<file path="src/rtl/ssg_pkg.sv">
// Shared types for the switch short monitor.
// Assumes: nothing beyond IEEE 1800-2017 packages.
package ssg_pkg;

    // Per-switch monitor states
    typedef enum logic [1:0] {
        MON_IDLE  = 2'd0,   // switch commanded off, monitor inactive
        MON_BLANK = 2'd1,   // turning on, comparator masked
        MON_WATCH = 2'd2,   // comparator evaluated every cycle
        MON_TRIP  = 2'd3    // short declared, switch forced off
    } mon_state_t;

endpackage

</file>
<file path="src/rtl/ssg_blank_timer.sv">
// Blanking counter for one switch.
// Counts cycles while run is high and stops at BLANK_CYC-1, where done is set.
// Assumes: clr is asserted in every cycle the owner is not blanking, so each
// new blanking window starts from zero.
module ssg_blank_timer #(
    parameter int BLANK_CYC = 300
) (
    input  logic clk,
    input  logic rst_n,
    input  logic clr,
    input  logic run,
    output logic done
);
    localparam int CNT_W = (BLANK_CYC < 2) ? 1 : $clog2(BLANK_CYC);
    localparam logic [CNT_W-1:0] LAST = CNT_W'(BLANK_CYC - 1);

    logic [CNT_W-1:0] cnt;

    assign done = (cnt == LAST);

    // Count up during blanking, hold at the terminal value, clear otherwise
    always_ff @(posedge clk) begin
        if (!rst_n) begin
            cnt <= '0;
        end else if (clr) begin
            cnt <= '0;
        end else if (run && !done) begin
            cnt <= cnt + 1'b1;
        end
    end

    // Counter never passes the terminal value (blank window length, R3)
    p_cnt_bound_r3: assert property (@(posedge clk) disable iff (!rst_n)
        cnt <= LAST);

    // A cleared counter starts from zero (restart on new command, R10)
    p_cnt_restart_r10: assert property (@(posedge clk) disable iff (!rst_n)
        clr |=> (cnt == '0));

endmodule

</file>
<file path="src/rtl/ssg_monitor.sv">
// Short monitor for one power switch.
// Masks the comparator for the blank window after each turn-on, then declares
// a short if the comparator is high while the switch is still commanded on.
// The trip holds until the command is sampled low.
// Assumes: 'over' is already synchronised to clk.
module ssg_monitor
    import ssg_pkg::*;
#(
    parameter int BLANK_CYC = 300
) (
    input  logic clk,
    input  logic rst_n,
    input  logic on_cmd,
    input  logic over,
    output logic trip,
    output logic trip_set
);
    mon_state_t st, st_nx;
    logic       blank_done;

    ssg_blank_timer #(.BLANK_CYC(BLANK_CYC)) i_timer (
        .clk   (clk),
        .rst_n (rst_n),
        .clr   (st != MON_BLANK),
        .run   (st == MON_BLANK),
        .done  (blank_done)
    );

    // A short is declared on this edge
    assign trip_set = (st == MON_WATCH) && on_cmd && over;
    assign trip     = (st == MON_TRIP);

    // Next-state selection
    always_comb begin
        st_nx = st;
        if (!on_cmd) begin
            st_nx = MON_IDLE;
        end else begin
            unique case (st)
                MON_IDLE:  st_nx = MON_BLANK;
                MON_BLANK: st_nx = blank_done ? MON_WATCH : MON_BLANK;
                MON_WATCH: st_nx = over ? MON_TRIP : MON_WATCH;
                MON_TRIP:  st_nx = MON_TRIP;
                default:   st_nx = MON_IDLE;
            endcase
        end
    end

    // State register
    always_ff @(posedge clk) begin
        if (!rst_n) st <= MON_IDLE;
        else        st <= st_nx;
    end

    // A trip only rises on a sampled comparator while commanded on
    p_trip_cause_r4: assert property (@(posedge clk) disable iff (!rst_n)
        ($past(rst_n) && $rose(trip)) |-> ($past(on_cmd) && $past(over)));

    // Trip is held while the command stays high
    p_trip_hold_r6: assert property (@(posedge clk) disable iff (!rst_n)
        (trip && on_cmd) |=> trip);

    // Trip released once the command is sampled low
    p_trip_release_r6: assert property (@(posedge clk) disable iff (!rst_n)
        !on_cmd |=> !trip);

    // Never trip straight out of the blank window
    p_no_trip_blank_r3: assert property (@(posedge clk) disable iff (!rst_n)
        (st == MON_BLANK) |=> !trip);

endmodule

</file>
<file path="src/rtl/ssg_event_latch.sv">
// Latched low-side short event for one phase.
// Sets on a low-side trip; clears on a clear request or a low command, but
// only once the comparator has dropped. A set takes priority.
// Assumes: trip_set comes from the low-side monitor of the same phase.
module ssg_event_latch (
    input  logic clk,
    input  logic rst_n,
    input  logic trip_set,
    input  logic clr_any,
    input  logic on_cmd,
    input  logic over,
    output logic ev
);
    // Set/clear/hold of the event bit
    always_ff @(posedge clk) begin
        if (!rst_n) begin
            ev <= 1'b0;
        end else if (trip_set) begin
            ev <= 1'b1;
        end else if ((clr_any || !on_cmd) && !over) begin
            ev <= 1'b0;
        end
    end

    // Event only rises from a low-side trip
    p_ev_source_r8: assert property (@(posedge clk) disable iff (!rst_n)
        ($past(rst_n) && $rose(ev)) |-> $past(trip_set));

    // Event never clears while the comparator is still high
    p_ev_hold_r9: assert property (@(posedge clk) disable iff (!rst_n)
        ($past(rst_n) && $fell(ev)) |-> !$past(over));

endmodule

</file>
<file path="src/rtl/switch_short_guard.sv">
// Six-switch short monitor: one monitor per high- and low-side switch,
// per-phase latched low-side events and a combined low-side flag.
// Assumes: all inputs synchronous to clk; comparator bits from outside.
module switch_short_guard #(
    parameter int N_PHASE   = 3,
    parameter int BLANK_CYC = 300
) (
    input  logic               clk,
    input  logic               rst_n,
    input  logic [N_PHASE-1:0] hs_on,
    input  logic [N_PHASE-1:0] ls_on,
    input  logic [N_PHASE-1:0] hs_over,
    input  logic [N_PHASE-1:0] ls_over,
    input  logic               clr_reset,
    input  logic               clr_read_done,
    input  logic               clr_supply_fail,
    output logic [N_PHASE-1:0] hs_trip,
    output logic [N_PHASE-1:0] ls_trip,
    output logic [N_PHASE-1:0] ls_event,
    output logic               ls_flag
);
    logic               clr_any;
    logic [N_PHASE-1:0] hs_set;
    logic [N_PHASE-1:0] ls_set;

    assign clr_any = clr_reset | clr_read_done | clr_supply_fail;

    for (genvar g = 0; g < N_PHASE; g++) begin : g_phase
        ssg_monitor #(.BLANK_CYC(BLANK_CYC)) i_hs_mon (
            .clk      (clk),
            .rst_n    (rst_n),
            .on_cmd   (hs_on[g]),
            .over     (hs_over[g]),
            .trip     (hs_trip[g]),
            .trip_set (hs_set[g])
        );

        ssg_monitor #(.BLANK_CYC(BLANK_CYC)) i_ls_mon (
            .clk      (clk),
            .rst_n    (rst_n),
            .on_cmd   (ls_on[g]),
            .over     (ls_over[g]),
            .trip     (ls_trip[g]),
            .trip_set (ls_set[g])
        );

        ssg_event_latch i_ev (
            .clk      (clk),
            .rst_n    (rst_n),
            .trip_set (ls_set[g]),
            .clr_any  (clr_any),
            .on_cmd   (ls_on[g]),
            .over     (ls_over[g]),
            .ev       (ls_event[g])
        );

        // Low-side event and trip rise together
        p_ev_with_trip_r8: assert property (@(posedge clk) disable iff (!rst_n)
            ($past(rst_n) && $rose(ls_event[g])) |-> $rose(ls_trip[g]));
    end

    // Combined low-side fault flag
    assign ls_flag = |ls_event;

    // High-side trip activity alone never raises the flag
    p_hs_silent_r7: assert property (@(posedge clk) disable iff (!rst_n)
        ($past(rst_n) && $rose(ls_flag)) |-> ($past(ls_set) != '0));

    // The unused high-side set pulses are kept for symmetry; observed here
    p_hs_set_trip_r7: assert property (@(posedge clk) disable iff (!rst_n)
        (hs_set != '0) |=> (hs_trip != '0));

endmodule

</file>
<file path="config.mk">
export PLATFORM = sky130hd
export DESIGN_NAME = switch_short_guard
export DESIGN_NICKNAME = d
export VERILOG_FILES = /design/src/rtl/ssg_pkg.sv /design/src/rtl/ssg_blank_timer.sv /design/src/rtl/ssg_monitor.sv /design/src/rtl/ssg_event_latch.sv /design/src/rtl/switch_short_guard.sv
export SDC_FILE = /design/constraint.sdc
export NUM_CORES = 1
export LEC_CHECK = 0
export BUFFER_PORTS_ARGS = -buffer_cell sky130_fd_sc_hd__buf_2
export CAP_MARGIN = 10
export CORE_UTILIZATION = 45
export CTS_CLUSTER_DIAMETER = 80
export DETAILED_ROUTE_END_ITERATION = 6
export GPL_TIMING_DRIVEN = 0
export PLACE_DENSITY_LB_ADDON = 0.3
export SYNTH_ARGS = -nofsm -noshare
export SYNTH_HDL_FRONTEND = slang
export SYNTH_SLANG_ARGS = --single-unit
</file>
<file path="constraint.sdc">
create_clock -name clk -period 1.9 [get_ports clk]
set_input_delay 0 -clock clk [delete_from_list [all_inputs] [get_ports clk]]
set_output_delay 0 -clock clk [all_outputs]
set_load 0.02 [all_outputs]
</file>
==> impl_table.tex, run 1 <==
\begin{tabular}{lr}
\hline
Metric & Value \\
\hline
\multicolumn{2}{l}{\textbf{Clock tree}} \\
Inserted Clock Buffers & 9 \\
Number of H-tree branching levels & 3 \\
CTS tree & done \\
Maximum clock insertion buffer count & 2 \\
Count of clock tree sinks & between 60 and 70 \\
Clk Latency, worst-skew pair & 340 ps \\
Postcts setup bufs & 0 \\
Clock slew seen by the registers of the worst setup and hold paths & 70 ps \\
Clk root buf & sky130\_fd\_sc\_hd\_\_clkbuf\_8 \\
\multicolumn{2}{l}{\textbf{STA}} \\
Max-slew violation count & 0 \\
Least setup slack across all paths after layout & 188.8 ps \\
Maximum operating frequency & 0.5844 GHz \\
\# setup viols final & 0 \\
Clock Skew & 6.817 ps \\
Post-route setup TNS & 0 ps \\
Hold Violations, Final & 0 \\
Max-slew headroom & 51.76\% \\
Final hold slack & 14.14 ps \\
Worst Max-Slew Pin Slew & about 700 ps \\
Fin crit period & 1711 ps \\
RSZ-0062 raised after global routing & no \\
Post-route fraction of the period consumed by the critical path & approximately 90\% \\
\multicolumn{2}{l}{\textbf{Hold path}} \\
Worst hold stages & 4 \\
HP Class & in -> reg \\
\multicolumn{2}{l}{\textbf{Layout}} \\
Multi-input combinational cell area & 0.001848 sq mm \\
Top library cells by usage in the layout, fill and taps aside & 69 x sky130\_fd\_sc\_hd\_\_dfxtp\_1, 47 x sky130\_fd\_sc\_hd\_\_a21oi\_1, 34 x sky130\_fd\_sc\_hd\_\_nand3\_1 \\
Register area & 0.001381 sq mm \\
Growth of design area from synthesis to finish & 15.78\% \\
\# fillers & 696 \\
Most frequent standard cell in the layout excluding fill and tap cells & sky130\_fd\_sc\_hd\_\_dfxtp\_1 \\
Layout cells sized above 1 & 14.65\% \\
Antenna diode count & 0 \\
Final-stage net count & 448 \\
\multicolumn{2}{l}{\textbf{Drt}} \\
Top layer used by detailed routing & met4 \\
Remaining antenna violation count & 0 \\
Via count & 2985 \\
Detailed-route wire length on metal 1 & approximately 3400 um \\
Number of search-and-repair iterations in the first detailed-routing pass & 4 \\
DR WL/cell & 12.91 um \\
Wire length reported by the detailed router & between 6000 and 7000 um \\
Via count normalized by instance count & 5.643 \\
Detailed-route DRC error count & 0 \\
Met3 routed wirelength & 179 um \\
DRC violation total after the first TritonRoute iteration & 109 \\
Routed length on met2 & roughly 3100 um \\
\multicolumn{2}{l}{\textbf{Placed design}} \\
Count of input and output buffers & 25 \\
Setup WS pre-CTS & just over 200 ps \\
Hpwl dp & roughly 4800 um \\
Gpl congestion & 0.8053 \\
\multicolumn{2}{l}{\textbf{Global routing}} \\
Largest net degree at the start of global routing & 12 \\
Initial antenna violation count & 0 \\
Wire length of the first global-routing pass & around 11000 um \\
GRT Resource Usage Total & 18.77\% \\
Vias in the first global route & 2544 \\
Total congestion overflow & 0 \\
\multicolumn{2}{l}{\textbf{Synthesis}} \\
Largest cells by area after synthesis & sky130\_fd\_sc\_hd\_\_dfxtp\_1 41\%, sky130\_fd\_sc\_hd\_\_a21oi\_1 7.0\%, sky130\_fd\_sc\_hd\_\_nand3\_1 5.0\% \\
Proportion of synthesized flip-flops having asynchronous set or reset & 0\% \\
Simple-gate share of the synthesized area & 31.25\% \\
Fraction of the mapped netlist area in compound gates & between 10\% and 20\% \\
Share of Yosys cell area claimed by the top area cell type & 40.98\% \\
Number of enable-type register cells in the synthesized netlist & 0 \\
Number of unique standard cell types used by synthesis & 42 \\
Share of synthesized area occupied by flip-flops and latches & 40.98\% \\
Area share of xor/xnor cells in the synthesized design & 2.339\% \\
Area share of fa/ha/maj cells after synthesis & $\sim$2.2\% \\
Top FF cell, synth & sky130\_fd\_sc\_hd\_\_dfxtp\_1 \\
Largest area contributor in the synthesized netlist & sky130\_fd\_sc\_hd\_\_dfxtp\_1 \\
FF+latch count, synth & between 60 and 70 \\
Combinational family with the most area after synthesis & simple AND/OR/NAND/NOR gates \\
Multiplexer share of the synthesized area & 0\% \\
Net count after synthesis & $\sim$400 \\
Count of synthesis-stage warnings from yosys & 0 \\
Cell count after synthesis & 380 \\
Synthesized area & 0.003371 sq mm \\
Average cell area after synthesis & 8.870 sq um \\
\multicolumn{2}{l}{\textbf{Worst setup path}} \\
Setup crit end kind & flip-flop \\
Worst-path maximum fanout & 6 \\
Count of cells along the worst register-to-register path & 4 \\
Data arrival time of the critical path & 1930 ps \\
Kind of launch point of the worst setup path & flip-flop \\
Critical path class & reg -> reg \\
Critical path required time & $\sim$2100 ps \\
\multicolumn{2}{l}{\textbf{Floorplanning}} \\
Area of the die & approximately 0.008 sq mm \\
Vertical extent of the die & 88.55 um \\
Effective utilization at floorplan & around 46\% \\
Boundary Pins & 27 \\
DIE WIDTH & 88.55 um \\
FP Rows & 31 \\
Core Box Area & just over 0.007 sq mm \\
\multicolumn{2}{l}{\textbf{Pwr}} \\
Maximum resistive drop on vdd & around 0.00036 V \\
Final Total Pwr & 2747 uW \\
Static leakage power & 0.001396 uW \\
Power per Cell Area & 703.9 mW/mm\^{}2 \\
\multicolumn{2}{l}{\textbf{Run status}} \\
Result of the run & complete, no violations \\
\multicolumn{2}{l}{\textbf{Job}} \\
Max-cap check violation count & 0 \\
\hline
\end{tabular}
-- cell families (layout without fill, tap and decap cells) --
family	after synthesis	count (layout)
compound gates	106	106
xor+xnor	9	9
fa+ha+maj	6	6
buf+inv	28	78
flops	69	69
simple gates	162	162
-- worst max-delay path: stages (launching register included) --
cell	delay [ps]
sky130_fd_sc_hd__dfxtp_1	390
sky130_fd_sc_hd__ha_1	260
sky130_fd_sc_hd__or4bb_1	580
sky130_fd_sc_hd__nor4_1	290
sky130_fd_sc_hd__a211oi_1	80
-- report_power, final --
part	internal [uW]	leakage [uW]	switching [uW]	total, uW
combinational	46.0	0.000741	50.3	96.3
clock	639	0.0000964	537	1180
sequential	1460	0.000558	16.2	1480
-- registers in the layout, summed over array words and instances, names as in the netlist --
register,count
g_phase.i_ev.ev,3
g_phase.i_hs_mon.i_timer.cnt,27
g_phase.i_hs_mon.st,6
g_phase.i_ls_mon.i_timer.cnt,27
g_phase.i_ls_mon.st,6
-- Yosys cell counts, types with 3 or more instances --
library cell	instances
sky130_fd_sc_hd__dfxtp_1	69
sky130_fd_sc_hd__buf_4	9
sky130_fd_sc_hd__a21boi_0	8
sky130_fd_sc_hd__o21ai_0	19
sky130_fd_sc_hd__a31oi_1	3
sky130_fd_sc_hd__nand3b_1	4
sky130_fd_sc_hd__nand4b_4	3
sky130_fd_sc_hd__a211o_1	5
sky130_fd_sc_hd__and4bb_2	4
sky130_fd_sc_hd__inv_1	15
sky130_fd_sc_hd__and2_1	6
sky130_fd_sc_hd__nand4b_1	3
sky130_fd_sc_hd__nand2_1	19
sky130_fd_sc_hd__nand4_1	6
sky130_fd_sc_hd__nor2b_1	3
sky130_fd_sc_hd__or4_1	12
sky130_fd_sc_hd__and4b_1	6
sky130_fd_sc_hd__a211oi_1	3
sky130_fd_sc_hd__xor2_1	7
sky130_fd_sc_hd__nor3_1	11
sky130_fd_sc_hd__o31ai_1	12
sky130_fd_sc_hd__nor2_1	17
sky130_fd_sc_hd__or4bb_1	6
sky130_fd_sc_hd__nor4_1	3
sky130_fd_sc_hd__or3_1	14
sky130_fd_sc_hd__o21a_1	3
sky130_fd_sc_hd__nand3_1	34
sky130_fd_sc_hd__a21oi_1	47
sky130_fd_sc_hd__ha_1	6
-- routing by layer --
layer / GRT usage [%] / vias to the layer above
met1: 25.42 / 1400
met2: 29.09 / 47
li1: - / 1527
met3: 3.358 / 11
met4: 8.798 / 0
met5: 0 / -
-- final timing paths --
check | endpoint | slack (ps) | startpoint
setup / recovery | g_phase[0].i_hs_mon.st[0] | 190 | g_phase[0].i_hs_mon.i_timer.cnt[0]
hold / removal | g_phase[1].i_ev.ev | 10 | clr_supply_fail
setup reg to reg | g_phase[0].i_hs_mon.st[0] | 190 | g_phase[0].i_hs_mon.i_timer.cnt[0]
hold reg to reg | g_phase[1].i_hs_mon.i_timer.cnt[8] | 490 | g_phase[1].i_hs_mon.i_timer.cnt[8]
-- repair_timing --
item / CTS / global route
hold endpoints to repair: 12 / 0
resized for setup: 0 / 0
hold buffers: 9 / 0
-- through the flow --
step	cell area, sq um	util [%]	cells
floorplan	3371	-	380
global placement	3620	49.91	504
detailed placement	3620	49.91	504
CTS	3902	53.80	529
global route	3902	53.80	529
finish	3902	53.80	529
-- area by class of cell --
type,instances,area share (%)
plain buffers,13,2.180
clock buffers,12,3.719
clock inverters,4,1.218
inverters,15,1.443
multi-input cells,283,47.35
flip-flops and latches,69,35.40
well taps,99,3.174
repair buffers,34,5.515
No activity file was read; power rests on OpenSTA's default activity.
==> run 2: changes to the inputs <==
Settings changed: ABC_AREA set to 1.
==> impl_table.tex, run 2 <==
\begin{tabular}{lr}
\hline
Metric & Value \\
\hline
\multicolumn{2}{l}{\textbf{Floorplanning}} \\
DIE WIDTH & 91.98 um (+3.9\%) \\
Boundary Pins & 27 (unchanged) \\
Area of the die & 0.008460 sq mm (+7.9\%) \\
Vertical extent of the die & 91.98 um (+3.9\%) \\
Effective utilization at floorplan & 46.91\% (+0.43 points) \\
Core Box Area & 0.007767 sq mm (+7.1\%) \\
FP Rows & 32 (+3.2\%) \\
\multicolumn{2}{l}{\textbf{Global routing}} \\
Largest net degree at the start of global routing & 12 (unchanged) \\
Initial antenna violation count & 0 (unchanged) \\
Vias in the first global route & 3186 (+25\%) \\
Wire length of the first global-routing pass & 13320 um (+17\%) \\
GRT Resource Usage Total & 19.49\% (+0.72 points) \\
Total congestion overflow & 0 (unchanged) \\
\multicolumn{2}{l}{\textbf{STA}} \\
Post-route setup TNS & 0 ps (unchanged) \\
RSZ-0062 raised after global routing & no \\
Worst Max-Slew Pin Slew & 326.9 ps (-386.7 ps) \\
Max-slew headroom & 78.13\% (+26 points) \\
Fin crit period & 1795 ps (+84.23 ps) \\
Least setup slack across all paths after layout & 104.5 ps (-84.23 ps) \\
Max-slew violation count & 0 (unchanged) \\
Hold Violations, Final & 0 (unchanged) \\
\# setup viols final & 0 (unchanged) \\
Maximum operating frequency & 0.5570 GHz (-4.7\%) \\
Clock Skew & 9.096 ps (+2.279 ps) \\
Post-route fraction of the period consumed by the critical path & 94.50\% (+4.4 points) \\
\multicolumn{2}{l}{\textbf{Placed design}} \\
Hpwl dp & 5553 um (+16\%) \\
Count of input and output buffers & 26 (+4.0\%) \\
Number of placed instances, taps included & 703 (+39\%) \\
Setup WS pre-CTS & 438.2 ps (+236.2 ps) \\
Gpl congestion & 0.8509 (+5.7\%) \\
Placed Instance Area & 0.003901 sq mm (+7.8\%) \\
\multicolumn{2}{l}{\textbf{Worst setup path}} \\
Cell-by-cell trace of the critical path & ha\_1 -> nand2\_1 -> nor2\_1 -> nand3\_1 -> o21ai\_0 -> a21oi\_1 -> dlygate4sd3\_1 \\
Top cell family by delay on the critical path & buffers and inverters \\
Critical path class & reg -> reg \\
Setup crit end kind & flip-flop \\
Count of cells along the worst register-to-register path & 7 (+3) \\
Worst-path maximum fanout & 4 (-2) \\
Logic depth of the worst path, buffers included & 7 (+3) \\
Critical path required time & 2130 ps (+20 ps) \\
Crit path buffers/inverters & 1 (+1) \\
Crit path largest cell delay & 550 ps (-30 ps) \\
CP max stage cell & sky130\_fd\_sc\_hd\_\_dlygate4sd3\_1 \\
Data arrival time of the critical path & 2020 ps (+90 ps) \\
Kind of launch point of the worst setup path & flip-flop \\
\multicolumn{2}{l}{\textbf{Clock tree}} \\
Number of H-tree branching levels & 3 (unchanged) \\
Clk Latency, worst-skew pair & 350 ps (about the same) \\
Clk root buf & sky130\_fd\_sc\_hd\_\_clkbuf\_8 \\
Hold Buf Count CTS & 12 (+3) \\
Number of gates resized after cts & 0 (unchanged) \\
Count of clock tree sinks & 69 (unchanged) \\
Clock slew seen by the registers of the worst setup and hold paths & 70 ps (about the same) \\
Postcts setup bufs & 0 (unchanged) \\
CTS tree & done \\
Maximum clock insertion buffer count & 2 (unchanged) \\
Inserted Clock Buffers & 9 (unchanged) \\
\multicolumn{2}{l}{\textbf{Layout}} \\
Post-route design area & 0.004214 sq mm (+8.0\%) \\
Final-stage net count & 647 (+44\%) \\
Most frequent standard cell in the layout excluding fill and tap cells & sky130\_fd\_sc\_hd\_\_nand2\_1 \\
Growth of design area from synthesis to finish & 15.66\% \\
Antenna diode count & 0 (unchanged) \\
Non-filler cells in the finished layout & 731 (+38\%) \\
Top library cells by usage in the layout, fill and taps aside & 172 x sky130\_fd\_sc\_hd\_\_nand2\_1, 87 x sky130\_fd\_sc\_hd\_\_inv\_1, 71 x sky130\_fd\_sc\_hd\_\_nor2\_1 \\
Layout cells sized above 1 & 10.33\% (-4.3 points) \\
Largest registers ranked by flip-flop count & g\_phase.i\_hs\_mon.i\_timer.cnt: 27 flops, g\_phase.i\_ls\_mon.i\_timer.cnt: 27 flops \\
\multicolumn{2}{l}{\textbf{Synthesis}} \\
Count of synthesis-stage warnings from yosys & 0 (unchanged) \\
Share of Yosys cell area claimed by the top area cell type & 37.91\% (-3.1 points) \\
Top FF cell, synth & sky130\_fd\_sc\_hd\_\_dfxtp\_1 \\
Combinational family with the most area after synthesis & simple AND/OR/NAND/NOR gates \\
Proportion of synthesized flip-flops having asynchronous set or reset & 0\% (unchanged) \\
Share of synthesized area occupied by flip-flops and latches & 37.91\% (-3.1 points) \\
Multiplexer share of the synthesized area & 0\% (unchanged) \\
Largest cells by area after synthesis & sky130\_fd\_sc\_hd\_\_dfxtp\_1 38\%, sky130\_fd\_sc\_hd\_\_nand2\_1 18\%, sky130\_fd\_sc\_hd\_\_inv\_1 9.0\% \\
Largest area contributor in the synthesized netlist & sky130\_fd\_sc\_hd\_\_dfxtp\_1 \\
Net count after synthesis & 598 (+48\%) \\
FF+latch count, synth & 69 (unchanged) \\
Area share of xor/xnor cells in the synthesized design & 0.4808\% (-1.9 points) \\
Synth cell count leaders & 172 x sky130\_fd\_sc\_hd\_\_nand2\_1, 87 x sky130\_fd\_sc\_hd\_\_inv\_1, 71 x sky130\_fd\_sc\_hd\_\_nor2\_1 \\
Synthesized area & 0.003643 sq mm (+8.1\%) \\
Number of unique standard cell types used by synthesis & 26 (-38\%) \\
Simple-gate share of the synthesized area & 37.43\% (+6.2 points) \\
Average cell area after synthesis & 6.337 sq um (-29\%) \\
Area share of fa/ha/maj cells after synthesis & 2.060\% (-0.17 points) \\
Most frequently used cell type in the post-synthesis netlist & sky130\_fd\_sc\_hd\_\_nand2\_1 \\
Cell count after synthesis & 575 (+51\%) \\
Fraction of the mapped netlist area in compound gates & 10.99\% (-8.0 points) \\
Number of enable-type register cells in the synthesized netlist & 0 (unchanged) \\
\multicolumn{2}{l}{\textbf{Drt}} \\
DRC violation total after the first TritonRoute iteration & 143 (+31\%) \\
Remaining antenna violation count & 0 (unchanged) \\
Detailed-route DRC error count & 0 (unchanged) \\
DR WL/cell & 10.34 um (-20\%) \\
Number of search-and-repair iterations in the first detailed-routing pass & 4 (unchanged) \\
Via count normalized by instance count & 4.840 (-14\%) \\
Via count & 3538 (+19\%) \\
Wire length reported by the detailed router & 7558 um (+11\%) \\
\multicolumn{2}{l}{\textbf{Pwr}} \\
Maximum resistive drop on vdd & 0.0004289 V (+20\%) \\
Static leakage power & 0.001664 uW (+19\%) \\
Power per Cell Area & 664.9 mW/mm\^{}2 (-5.5\%) \\
Final Total Pwr & 2802 uW (+2.0\%) \\
\multicolumn{2}{l}{\textbf{Hold path}} \\
Worst hold stages & 3 (-1) \\
HP Class & in -> reg \\
\multicolumn{2}{l}{\textbf{Run status}} \\
Result of the run & complete, no violations \\
\multicolumn{2}{l}{\textbf{Job}} \\
Max-cap check violation count & 0 (unchanged) \\
\hline
\end{tabular}
-- run 2: cell count changes after synthesis, sizes merged, moves of 11 or more --
cell	before	now
inv	15	90
nand2	19	174
or4	12	0
o31ai	12	1
or3	14	1
nor2	17	76
-- run 2: layout make-up --
type / count / area (sq um)
multi-input combinational: 407 / 1857
fill: 780 / 3553
inverter: 90 / 337.8
tap: 102 / 127.6
clock buffer: 12 / 145.1
clock inverter: 4 / 47.55
buffer: 9 / 67.56
sequential: 69 / 1381
timing repair buffer: 38 / 250.2
-- run 2: cell families after synthesis --
kind of cell    count (synthesis)
compound gates                 77
xor+xnor                        2
fa+ha+maj                       6
buf+inv                        99
flops                          69
simple gates                  322
-- run 2: per-layer routing --
metal / vias up / wire length [um] / global-route usage [%] / share of wire [%]
met5: - / 0 / 0 / 0
met4: 0 / 123 / 5.469 / 1.6
met3: 10 / 243 / 5.638 / 3.2
met2: 48 / 3611 / 34.64 / 48
met1: 1574 / 3580 / 22.64 / 47
li1: 1906 / - / - / -
-- run 2: worst paths after layout --
check / from / to / slack, ps
setup / recovery: g_phase[0].i_hs_mon.i_timer.cnt[0] / g_phase[0].i_hs_mon.st[0] / 100
setup reg to reg: g_phase[0].i_hs_mon.i_timer.cnt[0] / g_phase[0].i_hs_mon.st[0] / 100
hold reg to reg: g_phase[1].i_ls_mon.i_timer.cnt[7] / g_phase[1].i_ls_mon.i_timer.cnt[7] / 470
hold / removal: rst_n / g_phase[1].i_ls_mon.st[1] / 4
-- run 2: where the power goes --
part           total [uW]  switching (uW)  internal, uW
clock network        1200             565           639
registers            1470            12.3          1460
logic                 127            75.9          50.6
-- run 2: per-stage QoR --
| stage | hold WS (ps) | utilization [%] |
|---|---|---|
| floorplan | 133.7 | - |
| global placement | 254.8 | 50.23 |
| detailed placement | 262.0 | 50.23 |
| CTS | 1.802 | 54.25 |
| global route | 5.544 | 54.25 |
| finish | 4.469 | 54.25 |
-- run 2: worst min-delay path: cells and delay by family --
family,cells,cell delay (ps)
buf+inv,1,170
compound gates,1,40
simple gates,1,100
